File: config.mk
export PLATFORM = sky130hd
export DESIGN_NAME = pmu_evt_ctrl
export DESIGN_NICKNAME = d
export VERILOG_FILES = /design/src/rtl/pmu_evt_pkg.sv /design/src/rtl/pmu_gpio_evt.sv /design/src/rtl/pmu_pend_bank.sv /design/src/rtl/pmu_evt_ctrl.sv
export SDC_FILE = /design/constraint.sdc
export NUM_CORES = 1
export LEC_CHECK = 0
export ABC_AREA = 0
export BUFFER_PORTS_ARGS = -buffer_cell sky130_fd_sc_hd__buf_4
export CORE_MARGIN = 4
export CORE_UTILIZATION = 40
export CTS_BUF_LIST = sky130_fd_sc_hd__clkbuf_16
export DETAILED_ROUTE_END_ITERATION = 6
export HOLD_SLACK_MARGIN = 0.15
export PLACE_DENSITY = 0.59
export SYNTH_ARGS = -nofsm -noshare
export SYNTH_HDL_FRONTEND = slang
export SYNTH_SLANG_ARGS = --single-unit
File: constraint.sdc
create_clock -name clk -period 3.3 [get_ports clk]
set_input_delay 0.66 -clock clk [delete_from_list [all_inputs] [get_ports clk]]
set_output_delay 0.66 -clock clk [all_outputs]
set_load 0.02 [all_outputs]
File: src/rtl/pmu_evt_pkg.sv
package pmu_evt_pkg;
    localparam int DATA_W = 16;
    localparam int ADDR_W = 8;
    localparam int NGPIO  = 5;
    localparam int MODE_W = 2;
    localparam int SEL_W  = NGPIO * MODE_W;
    localparam int MASTER_BIT = 15;

    localparam logic [ADDR_W-1:0] A_EVSEL = 8'h01;
    localparam logic [ADDR_W-1:0] A_PINS  = 8'h02;
    localparam logic [ADDR_W-1:0] A_PEND0 = 8'h03;
    localparam logic [ADDR_W-1:0] A_PEND1 = 8'h04;
    localparam logic [ADDR_W-1:0] A_EN0   = 8'h05;
    localparam logic [ADDR_W-1:0] A_EN1   = 8'h06;

    // source bits that feed each bank directly
    localparam logic [DATA_W-1:0] SRC0_USED  = 16'h7FC7;
    localparam logic [DATA_W-1:0] SRC1_USED  = 16'h003C;
    localparam logic [DATA_W-1:0] BANK0_IMPL = 16'hFFFF;
    localparam logic [DATA_W-1:0] BANK1_IMPL = 16'h003F;

    typedef enum logic [MODE_W-1:0] {
        MODE_LVL_HI = 2'b00,
        MODE_LVL_LO = 2'b01,
        MODE_BOTH   = 2'b10,
        MODE_FALL   = 2'b11
    } pin_mode_e;

    function automatic logic [DATA_W-1:0] pins_to_bank0(input logic [NGPIO-1:0] e);
        return {{(DATA_W-6){1'b0}}, e[2:0], 3'b000};
    endfunction

    function automatic logic [DATA_W-1:0] pins_to_bank1(input logic [NGPIO-1:0] e);
        return {{(DATA_W-2){1'b0}}, e[4:3]};
    endfunction
endpackage

File: src/rtl/pmu_gpio_evt.sv
module pmu_gpio_evt #(
    parameter int NPIN = 5
) (
    input  logic              clk,
    input  logic              rst_n,
    input  logic [NPIN-1:0]   pin_i,
    input  logic [2*NPIN-1:0] mode_i,
    output logic [NPIN-1:0]   level_o,
    output logic [NPIN-1:0]   evt_o
);
    import pmu_evt_pkg::*;

    typedef struct packed {
        logic [NPIN-1:0] meta;
        logic [NPIN-1:0] sync;
        logic [NPIN-1:0] prev;
    } pin_state_t;

    pin_state_t st_d, st_q;

    always_comb begin
        st_d      = st_q;
        st_d.meta = pin_i;
        st_d.sync = st_q.meta;
        st_d.prev = st_q.sync;
    end

    always_ff @(posedge clk or negedge rst_n) begin
        if (!rst_n) st_q <= '0;
        else        st_q <= st_d;
    end

    for (genvar i = 0; i < NPIN; i++) begin : g_pin
        pin_mode_e mode;
        assign mode = pin_mode_e'(mode_i[MODE_W*i +: MODE_W]);
        always_comb begin
            unique case (mode)
                MODE_LVL_HI: evt_o[i] = st_q.sync[i];
                MODE_LVL_LO: evt_o[i] = !st_q.sync[i];
                MODE_BOTH:   evt_o[i] = st_q.sync[i] ^ st_q.prev[i];
                MODE_FALL:   evt_o[i] = st_q.prev[i] & !st_q.sync[i];
                default:     evt_o[i] = 1'b0;
            endcase
        end
    end

    assign level_o = st_q.sync;
endmodule

File: src/rtl/pmu_pend_bank.sv
module pmu_pend_bank #(
    parameter int               W    = 16,
    parameter logic [W-1:0]     IMPL = '1
) (
    input  logic         clk,
    input  logic         rst_n,
    input  logic [W-1:0] set_i,
    input  logic         pend_wr_i,
    input  logic         en_wr_i,
    input  logic [W-1:0] wdata_i,
    output logic [W-1:0] pend_o,
    output logic [W-1:0] en_o
);
    typedef struct packed {
        logic [W-1:0] pend;
        logic [W-1:0] en;
    } bank_t;

    bank_t bk_d, bk_q;
    logic [W-1:0] keep;

    always_comb begin
        bk_d    = bk_q;
        keep    = pend_wr_i ? wdata_i : '1;
        // write of 0 clears, events always win
        bk_d.pend = ((bk_q.pend & keep) | set_i) & IMPL;
        if (en_wr_i) bk_d.en = wdata_i & IMPL;
    end

    always_ff @(posedge clk or negedge rst_n) begin
        if (!rst_n) bk_q <= '0;
        else        bk_q <= bk_d;
    end

    assign pend_o = bk_q.pend;
    assign en_o   = bk_q.en;
endmodule

File: src/rtl/pmu_evt_ctrl.sv
module pmu_evt_ctrl
    import pmu_evt_pkg::*;
#(
    parameter int AW = ADDR_W,
    parameter int DW = DATA_W
) (
    input  logic          clk,
    input  logic          rst_n,
    input  logic [DW-1:0] src0_i,
    input  logic [DW-1:0] src1_i,
    input  logic [NGPIO-1:0] gpio_pin_i,
    input  logic          reg_en,
    input  logic          reg_we,
    input  logic [AW-1:0] reg_addr,
    input  logic [DW-1:0] reg_wdata,
    output logic [DW-1:0] reg_rdata,
    output logic          irq_o
);
    typedef struct packed {
        logic [SEL_W-1:0] evsel;
        logic [DW-1:0]    rdata;
    } ctl_t;

    ctl_t ctl_d, ctl_q;

    logic [NGPIO-1:0] pin_lvl_w, pin_evt_w;
    logic [DW-1:0] set0_w, set1_w;
    logic [DW-1:0] pend0_w, pend1_w, en0_w, en1_w;
    logic wr_w, rd_w;
    logic wr_p0, wr_p1, wr_e0, wr_e1;
    logic [DW-1:0] rmux;
    logic [DW-1:0] hit0, hit1;

    assign wr_w  = reg_en && reg_we;
    assign rd_w  = reg_en && !reg_we;
    assign wr_p0 = wr_w && (reg_addr == AW'(A_PEND0));
    assign wr_p1 = wr_w && (reg_addr == AW'(A_PEND1));
    assign wr_e0 = wr_w && (reg_addr == AW'(A_EN0));
    assign wr_e1 = wr_w && (reg_addr == AW'(A_EN1));

    pmu_gpio_evt #(.NPIN(NGPIO)) u_gpio (
        .clk     (clk),
        .rst_n   (rst_n),
        .pin_i   (gpio_pin_i),
        .mode_i  (ctl_q.evsel),
        .level_o (pin_lvl_w),
        .evt_o   (pin_evt_w)
    );

    assign set0_w = (src0_i & SRC0_USED) | pins_to_bank0(pin_evt_w);
    assign set1_w = (src1_i & SRC1_USED) | pins_to_bank1(pin_evt_w);

    pmu_pend_bank #(.W(DW), .IMPL(BANK0_IMPL)) u_bank0 (
        .clk       (clk),
        .rst_n     (rst_n),
        .set_i     (set0_w),
        .pend_wr_i (wr_p0),
        .en_wr_i   (wr_e0),
        .wdata_i   (reg_wdata),
        .pend_o    (pend0_w),
        .en_o      (en0_w)
    );

    pmu_pend_bank #(.W(DW), .IMPL(BANK1_IMPL)) u_bank1 (
        .clk       (clk),
        .rst_n     (rst_n),
        .set_i     (set1_w),
        .pend_wr_i (wr_p1),
        .en_wr_i   (wr_e1),
        .wdata_i   (reg_wdata),
        .pend_o    (pend1_w),
        .en_o      (en1_w)
    );

    always_comb begin
        unique case (reg_addr)
            AW'(A_EVSEL): rmux = DW'(ctl_q.evsel);
            AW'(A_PINS):  rmux = DW'(pin_lvl_w);
            AW'(A_PEND0): rmux = pend0_w;
            AW'(A_PEND1): rmux = pend1_w;
            AW'(A_EN0):   rmux = en0_w;
            AW'(A_EN1):   rmux = en1_w;
            default:      rmux = '0;
        endcase
    end

    always_comb begin
        ctl_d = ctl_q;
        if (wr_w && reg_addr == AW'(A_EVSEL)) ctl_d.evsel = reg_wdata[SEL_W-1:0];
        if (rd_w) ctl_d.rdata = rmux;
    end

    always_ff @(posedge clk or negedge rst_n) begin
        if (!rst_n) ctl_q <= '0;
        else        ctl_q <= ctl_d;
    end

    assign hit0 = pend0_w & en0_w & ~(DW'(1) << MASTER_BIT);
    assign hit1 = pend1_w & en1_w;
    assign irq_o     = en0_w[MASTER_BIT] && (|{hit0, hit1});
    assign reg_rdata = ctl_q.rdata;
endmodule

---- Word-level counts from Yosys, hierarchy flattened ----
Cells that the tools add are included.
operators by class
  equal/unequal tests ..................... 21
  multiplexer cells ....................... 8
  bitwise logic cells ..................... 18
  reduce and logical (&&, ||, !) cells .... 20
operators with widths
  cell                                                  number
  case mux 16 bit (6 select lines)                      1
  OR reduction 31 bit                                   1
  equality test 8 x 3 -> 1 bit (second input constant)  3
  equality test 2 bit (second input constant)           10
  case mux 1 bit (4 select lines)                       5
  AND 16 bit                                            1
  equality test 8 x 2 -> 1 bit (second input constant)  2
  two-way mux 16 bit                                    1
  OR 16 x 15 -> 16 bit                                  1
  AND 15 bit                                            1
  OR 15 x 6 -> 15 bit                                   1
  AND 6 bit                                             2
  equality test 2 x 1 -> 1 bit (second input constant)  5
  zero test 2 bit                                       5
  equality test 8 x 1 -> 1 bit (second input constant)  1
  logical AND 1 bit                                     8
  zero test 1 bit                                       6
  two-way mux 6 bit                                     1
  OR 6 x 2 -> 6 bit                                     1
  OR 6 bit                                              1
  AND 1 bit                                             5
  XOR 1 bit                                             5
storage, ports and cells
  register bits after elaboration ......... 85
  output and inout bits ................... 17
  word-level logic and storage cells ...... 76

---- Longest topological paths before layout ----
Gate-level depths: netlist (run 1).
  word-level depth ........................ 5
  mapped depth ............................ 6

---- Modules after synthesis ----
From an unflattened synthesis (run 1), not the netlist that was laid out.
second synthesis, totals
  cells, all modules ...................... 387
  area, all modules ....................... 4,475.5 um2
modules (own cells, without submodules)
  module                    times used  cells each  area each (um2)
  pmu_evt_ctrl              1           197         1,918.1
  pmu_pend_bank at u_bank0  1           83          1,281.2
  pmu_gpio_evt              1           55          638.1
  pmu_pend_bank at u_bank1  1           52          638.1

---- Least setup slack after synthesis (run 1) ----
OpenSTA, ideal clock, no wires.
  path type ............................... in2reg
  from .................................... input port reg_addr[5]
  to ...................................... register u_bank0.bk_q (netlist bit u_bank0.en_o[10])
  setup time .............................. 0.125 ns
  arrival time ............................ 2.517 ns
  data required time ...................... 3.175 ns
  setup slack ............................. 0.658 ns
  stages on the path ...................... 6
  path buffers ............................ 2
  cells stage by stage .................... or4_4 or3b_1 buf_6 nor3b_4 buf_6 mux2_2
on the way
  longest elaborated chain between the ends .. 2
RTL lines
  element                       line                 source
  from (decl)                   pmu_evt_ctrl.sv:14   input logic [AW-1:0] reg_addr,
  equality test 8 x 3 -> 1 bit  pmu_evt_ctrl.sv:38   assign wr_e0 = wr_w && (reg_addr == AW'(A_EN0));
  logical AND 1 bit             pmu_evt_ctrl.sv:38
  to (signal assigned)          pmu_pend_bank.sv:32  else bk_q <= bk_d;
  to (decl)                     pmu_pend_bank.sv:19  bank_t bk_d, bk_q;
No other way between the ends.
A chain may end at the register's enable or synchronous reset.

---- Worst setup path after layout (run 1) ----
  from .................................... input port reg_addr[5]
  to ...................................... register u_bank0.bk_q (netlist bit u_bank0.en_o[11])
The elaborated chain is that of the path after synthesis.

==> impl_metrics.tcl, run 1 <==
set metrics [dict create \
    status "complete, no violations" \
    wl_met3_um 500 \
    cts.sinks 85 \
    wl_met2_um 4232 \
    hold_viol 0 \
    cp-start-kind "input pin" \
    critPathKind "in -> reg" \
    grt_pass1_vias 2817 \
    synth_nets 420 \
    ctsHoldBuffers 0 \
    n_antenna_cell 0 \
    cp.required_ps 3510 \
    worst_pin_slew_ps 1076 \
    holdCritPathClass "reg -> reg" \
    start_util_pct 40.93 \
    postCtsSetupRepairBufs 0 \
    power.density_nw_per_um2 480.0 \
    drcViolationCount 0 \
    yosys_register_bits 85 \
    synth_top_flop_cell "dfrtp_1" \
    critPathMaxFanout 16 \
    core_area_sq_um 9729 \
    die_area_sq_um 11620 \
    m1WireLength_um 4475 \
    finalCriticalPeriod_ps 2539 \
    synth.avg_cell_area_sq_um 11.38 \
    max_freq_ghz 0.3938 \
    antenna_found_initial 0 \
    die_x_um 107.8 \
    drtPass1Iterations 4 \
    yosys_warnings 0 \
    rsz0062_at_grt "false" \
    async_flop_share_pct 100.0 \
    num_vias 2878 \
    cts_resized 0 \
    first_iter_violations 214 \
    area_growth_pct 20.70 \
    grt_overflow 0 \
    p_leak_nw 2.281 \
    portBuffers 65 \
    synth_cells 350 \
    hpwl_um 6605 \
    clock_path_buffers 2 \
    ant_nets 0 \
    cts_tree "yes" \
    seq_area_frac_synth_pct 53.41 \
    grt_max_degree 86 \
    ios 82 \
    clkLatencyLatePin_ps 330 \
    via_per_inst 5.320 \
    highest_layer "met4" \
    synth_edf_count 0 \
    final.setup_skew_ps 4.125 \
    grt_first_pass_wirelength_um 15320 \
    max-slew-margin-rel_pct 28.28 \
    period_share_pct 76.95 \
    critPathArrivalTime_ps 2750 \
    nets 473 \
    numCtsBuffers 9 \
    grt_usage_pct 17.26 \
    die_h_um 107.8 \
    gp_congestion 0.7923 \
    final_layout_size_suffix_gt1_share_pct 30.88 \
    synthDistinctLibCells 40 \
    cap_violations 0 \
    drv_slew 0 \
    wl_per_cell_um 17.29 \
    tns_ps 0 \
    final_core_util_pct 49.41 \
    path_clk_slew_ps 60 \
    cts_root_buf "clkbuf_16" \
    htree_levels 3 \
    wirelength_um 9353 \
    ir_worst_vdd_mv 0.2323 \
    end_kind "register" \
    setup_viol 0 \
    netlist_area_sq_um 3983 \
    rows 36 \
]
==> metrics by stage <==
step	hold WS, ps	instances	instance area [sq um]	total power [W]	setup slack [ps]
2_1_floorplan	331.2	350	3983	0.001185	657.8
3_3_place_gp	331.7	525	4501	0.001287	447.3
3_5_place_dp	337.2	525	4501	0.001292	421.0
4_1_cts	350.7	541	4807	0.002336	771.4
5_1_grt	351.3	541	4807	0.002405	720.7
6_report	347.5	541	4807	0.002307	760.7
==> cell usage after synthesis (all sizes together) (7+ instances only) <==
cell     n  area share, %
dfrtp   85             53
inv     16            1.5
mux2i   12            3.0
a21oi   21            2.6
a22o    14            3.1
a22oi    7            1.3
nand2   15            1.4
buf     22            4.0
o21ai   10            1.3
mux2    37             10
a221oi   8            1.8
clkbuf   8           0.75
nor2    42            4.0
==> final cells by class <==
cell class | count | area, sq um
tap | 133 | 166.4
timing repair buffer | 72 | 540.5
clock inverter | 7 | 81.33
fill | 926 | 4922
multi-input combinational | 219 | 1607
sequential | 85 | 2127
clock buffer | 9 | 225.2
inverter | 16 | 60.06
==> kinds of logic after synthesis <==
kind of cell               share of synthesized area (%)
AOI/OAI and AO/OA                                  14.64
xor gates and xnor gates                          0.6599
adders and majority gates                          1.571
buffers and inverters                              6.252
DFF                                                53.41
muxes                                              13.48
and+or+nand+nor                                    9.991
==> cells in the final DEF, fill, tap and decap left out, types with 5 or more instances in the layout <==
| master | Yosys | routed |
|---|---|---|
| o21ai_0 | 10 | 10 |
| nor2_1 | 42 | 42 |
| mux2_2 | 37 | 37 |
| a22oi_1 | 7 | 7 |
| a22o_1 | 14 | 14 |
| a21oi_1 | 21 | 21 |
| nand2b_1 | 6 | 6 |
| o31ai_1 | 6 | 6 |
| mux2i_1 | 12 | 12 |
| buf_4 | 16 | 72 |
| dfrtp_1 | 85 | 85 |
| ha_1 | 5 | 5 |
| a221oi_1 | 8 | 8 |
| clkbuf_16 | 0 | 9 |
| inv_1 | 16 | 17 |
| nand2_1 | 15 | 15 |
==> flip-flops by register name, indices dropped and copies added (netlist names) <==
register,count
u_gpio.st_d,5
u_gpio.level_o,5
u_bank1.en_o,6
u_gpio.st_q,5
u_bank0.pend_o,16
ctl_q,10
u_bank0.en_o,16
reg_rdata,16
u_bank1.pend_o,6
==> worst max-delay path, stage by stage <==
cell,delay (ps)
buf_4,110
or4_4,530
or3b_1,550
nor3b_4,220
buf_4,310
mux2_2,370
==> worst paths after layout <==
check	startpoint	end	slack, ps	cells past startpoint
max in group asynchronous	rst_n	u_bank0.pend_o[3]	2080	1
worst min-delay path	u_gpio.st_d[5]	u_gpio.level_o[0]	350	0
worst min register to register	u_gpio.st_d[5]	u_gpio.level_o[0]	350	0
min in group asynchronous	rst_n	ctl_q[22]	500	1
worst max-delay path	reg_addr[5]	u_bank0.en_o[11]	760	6
worst max register to register	ctl_q[17]	reg_rdata[1]	1870	4
==> power breakdown <==
group / internal [W] / total, W / switching, W
Clock: 0.000652 / 0.00104 / 0.000386
Combinational: 0.0000893 / 0.000189 / 0.000100
Sequential: 0.00106 / 0.00108 / 0.0000166
Total: 0.00180 / 0.00231 / 0.000502
==> layer usage <==
layer	GRT usage [%]	up-vias
li1	-	1354
met1	25.03	1441
met2	25.84	73
met3	2.939	10
met4	6.492	0
met5	0	-
(Power assumes the default switching activity.)
==> inputs of run 2 (changes only) <==
--- a/config.mk
+++ b/config.mk
@@ -12,7 +12,7 @@
 export CTS_BUF_LIST = sky130_fd_sc_hd__clkbuf_16
 export DETAILED_ROUTE_END_ITERATION = 6
 export HOLD_SLACK_MARGIN = 0.15
-export PLACE_DENSITY = 0.59
+export PLACE_DENSITY = 0.62
 export SYNTH_ARGS = -nofsm -noshare
 export SYNTH_HDL_FRONTEND = slang
 export SYNTH_SLANG_ARGS = --single-unit
==> constraint.sdc (replaced) <==
create_clock -name clk -period 2.1 [get_ports clk]
set_input_delay 0.42 -clock clk [delete_from_list [all_inputs] [get_ports clk]]
set_output_delay 0.42 -clock clk [all_outputs]
set_load 0.02 [all_outputs]
==> run 2 against run 1 <==
The flow now finishes with violations (setup timing); clock skew increased by 3.7 ps; count of clock-buffer cells in the layout is the same; wire length up 3.0%; largest cell class unchanged; worst hold slack lost 150 ps; sequential power increased by 57%; clock power rose by 43%.
==> impl_metrics.tcl, run 2 (same netlist as run 1, synthesis figures left out) <==
set metrics [dict create \
    status "finished, violations left" \
    violations "setup timing" \
    num_vias 2895 \
    grt_max_degree 42 \
    rows 36 \
    critPathMaxFanout 3 \
    reg2reg_depth 6 \
    grt_overflow 0 \
    max_freq_ghz 0.4661 \
    final_core_util_pct 51.04 \
    max_stage_delay_ps 390 \
    wl_met2_um 4531 \
    numCtsBuffers 9 \
    final.setup_skew_ps 7.840 \
    n_antenna_cell 0 \
    die_area_sq_um 11620 \
    wl_met3_um 479 \
    ant_nets 0 \
    crit_end "irq_o" \
    power.density_nw_per_um2 706.1 \
    final_cell_mix "dfrtp_1 (85), buf_4 (82), nor2_1 (42), mux2_2 (34), a21oi_1 (21)" \
    ios 82 \
    cp-start-kind "register" \
    startpoint "u_bank1.en_o[3]" \
    start_util_pct 40.93 \
    setup_ws_ps -45.65 \
    rsz0062_at_grt "true" \
    drcViolationCount 0 \
    rr_startpoint "u_gpio.level_o[3]" \
    finalCriticalPeriod_ps 2146 \
    area_growth_pct 24.69 \
    wl_per_cell_um 17.39 \
    grt_usage_pct 17.67 \
    clock_path_buffers 2 \
    period_share_pct 102.2 \
    drtPass1Iterations 4 \
    via_per_inst 5.226 \
    first_iter_violations 168 \
    gp_congestion 0.7929 \
    worst_pin_slew_ps 318.8 \
    cp.required_ps 1680 \
    max-slew-margin-rel_pct 78.74 \
    hold_depth 1 \
    tns_ps -45.65 \
    drv_slew 0 \
    cap_violations 0 \
    hold_viol 0 \
    ir_worst_vdd_mv 0.4028 \
    core_area_sq_um 9729 \
    end_kind "output pin" \
    critPathArrivalTime_ps 1730 \
    hpwl_um 7012 \
    highest_layer "met4" \
    grt_pass1_vias 2916 \
    path_clk_slew_ps 60 \
    reg2reg_to "u_bank1.pend_o[0]" \
    p_leak_nw 2.356 \
    clkLatencyLatePin_ps 330 \
    cts.sinks 85 \
    fillers 897 \
    htree_levels 3 \
    cts_root_buf "clkbuf_16" \
    cts_tree "yes" \
    antenna_found_initial 0 \
    dpl_worst_slack_ps -372.0 \
    holdCritPathClass "in -> reg" \
    setup_viol 1 \
    portBuffers 65 \
    die_x_um 107.8 \
    m1WireLength_um 4525 \
    crit_path_top_delay_cell "dfrtp_1" \
    final_common_cell "dfrtp_1" \
    final_layout_size_suffix_gt1_share_pct 33.73 \
    wirelength_um 9635 \
    r2r_setup_slack_ps 700 \
    die_h_um 107.8 \
    critPathKind "reg -> out" \
    nets 489 \
    grt_first_pass_wirelength_um 15660 \
    crit_chain "a222oi_1 -> nand3_1 -> o31a_1 -> buf_6" \
]
## run 2: cell count changes in the layout (fill, tap and decap cells not counted), sizes merged
cell         delta
bufinv          -1
dlygate4sd3     +1
clkinv          -2
buf            +15
## run 2: repair_timing
| item | CTS | global route |
|---|---|---|
| gates resized for setup | 3 | 1 |
| setup buffers | 4 | 0 |
| pin swaps | 2 | 1 |
| hold buffers | 1 | 0 |
| endpoints found under the setup margin | 17 | 2 |
| hold endpoints to repair | 20 | 0 |
## run 2: worst min path at each step
stage | from | endpoint | slack [ps]
3_5_place_dp | rst_n | u_bank0.pend_o[7] | 340
5_1_grt | gpio_pin_i[4] | u_gpio.st_d[9] | 190
6_report | gpio_pin_i[2] | u_gpio.st_d[7] | 200
2_1_floorplan | rst_n | ctl_q[16] | 120
3_3_place_gp | u_gpio.st_d[9] | u_gpio.level_o[4] | 330
4_1_cts | gpio_pin_i[4] | u_gpio.st_d[9] | 190
## run 2: worst max-delay path: cells and delay by family, from the launching register on
kind / cells / cell delay [ps]
simple gates: 1 / 180
compound gates: 2 / 680
buf+inv: 1 / 140
flops: 1 / 390
## run 2: where the power goes
| group | total (W) | switching, W | internal, W |
|---|---|---|---|
| Clock | 0.00149 | 0.000599 | 0.000893 |
| Sequential | 0.00170 | 0.0000257 | 0.00167 |
| Combinational | 0.000317 | 0.000162 | 0.000156 |
## run 2: layout make-up
cell class | instances | area (sq um) | share of cell area [%]
sequential | 85 | 2127 | 42.83
clock inverter | 4 | 43.79 | 0.8818
clock buffer | 9 | 225.2 | 4.535
tap | 133 | 166.4 | 3.351
multi-input combinational | 219 | 1627 | 32.75
timing repair buffer | 88 | 716.9 | 14.44
inverter | 16 | 60.06 | 1.209
## run 2: per-layer routing
metal	global-route usage, %	vias to the layer above
met5	0	-
met3	3.539	8
li1	-	1378
met2	27.40	68
met1	25.05	1441
met4	5.320	0
## run 2: stage by stage
step | hold WS (ps) | instances | instance area [sq um] | power [W]
6_report | 196.8 | 554 | 4966 | 0.003506
3_3_place_gp | 332.1 | 536 | 4641 | 0.002036
5_1_grt | 188.9 | 554 | 4966 | 0.003647
4_1_cts | 188.4 | 554 | 4962 | 0.003538
3_5_place_dp | 335.6 | 536 | 4641 | 0.002044
2_1_floorplan | 124.4 | 350 | 3993 | 0.001863
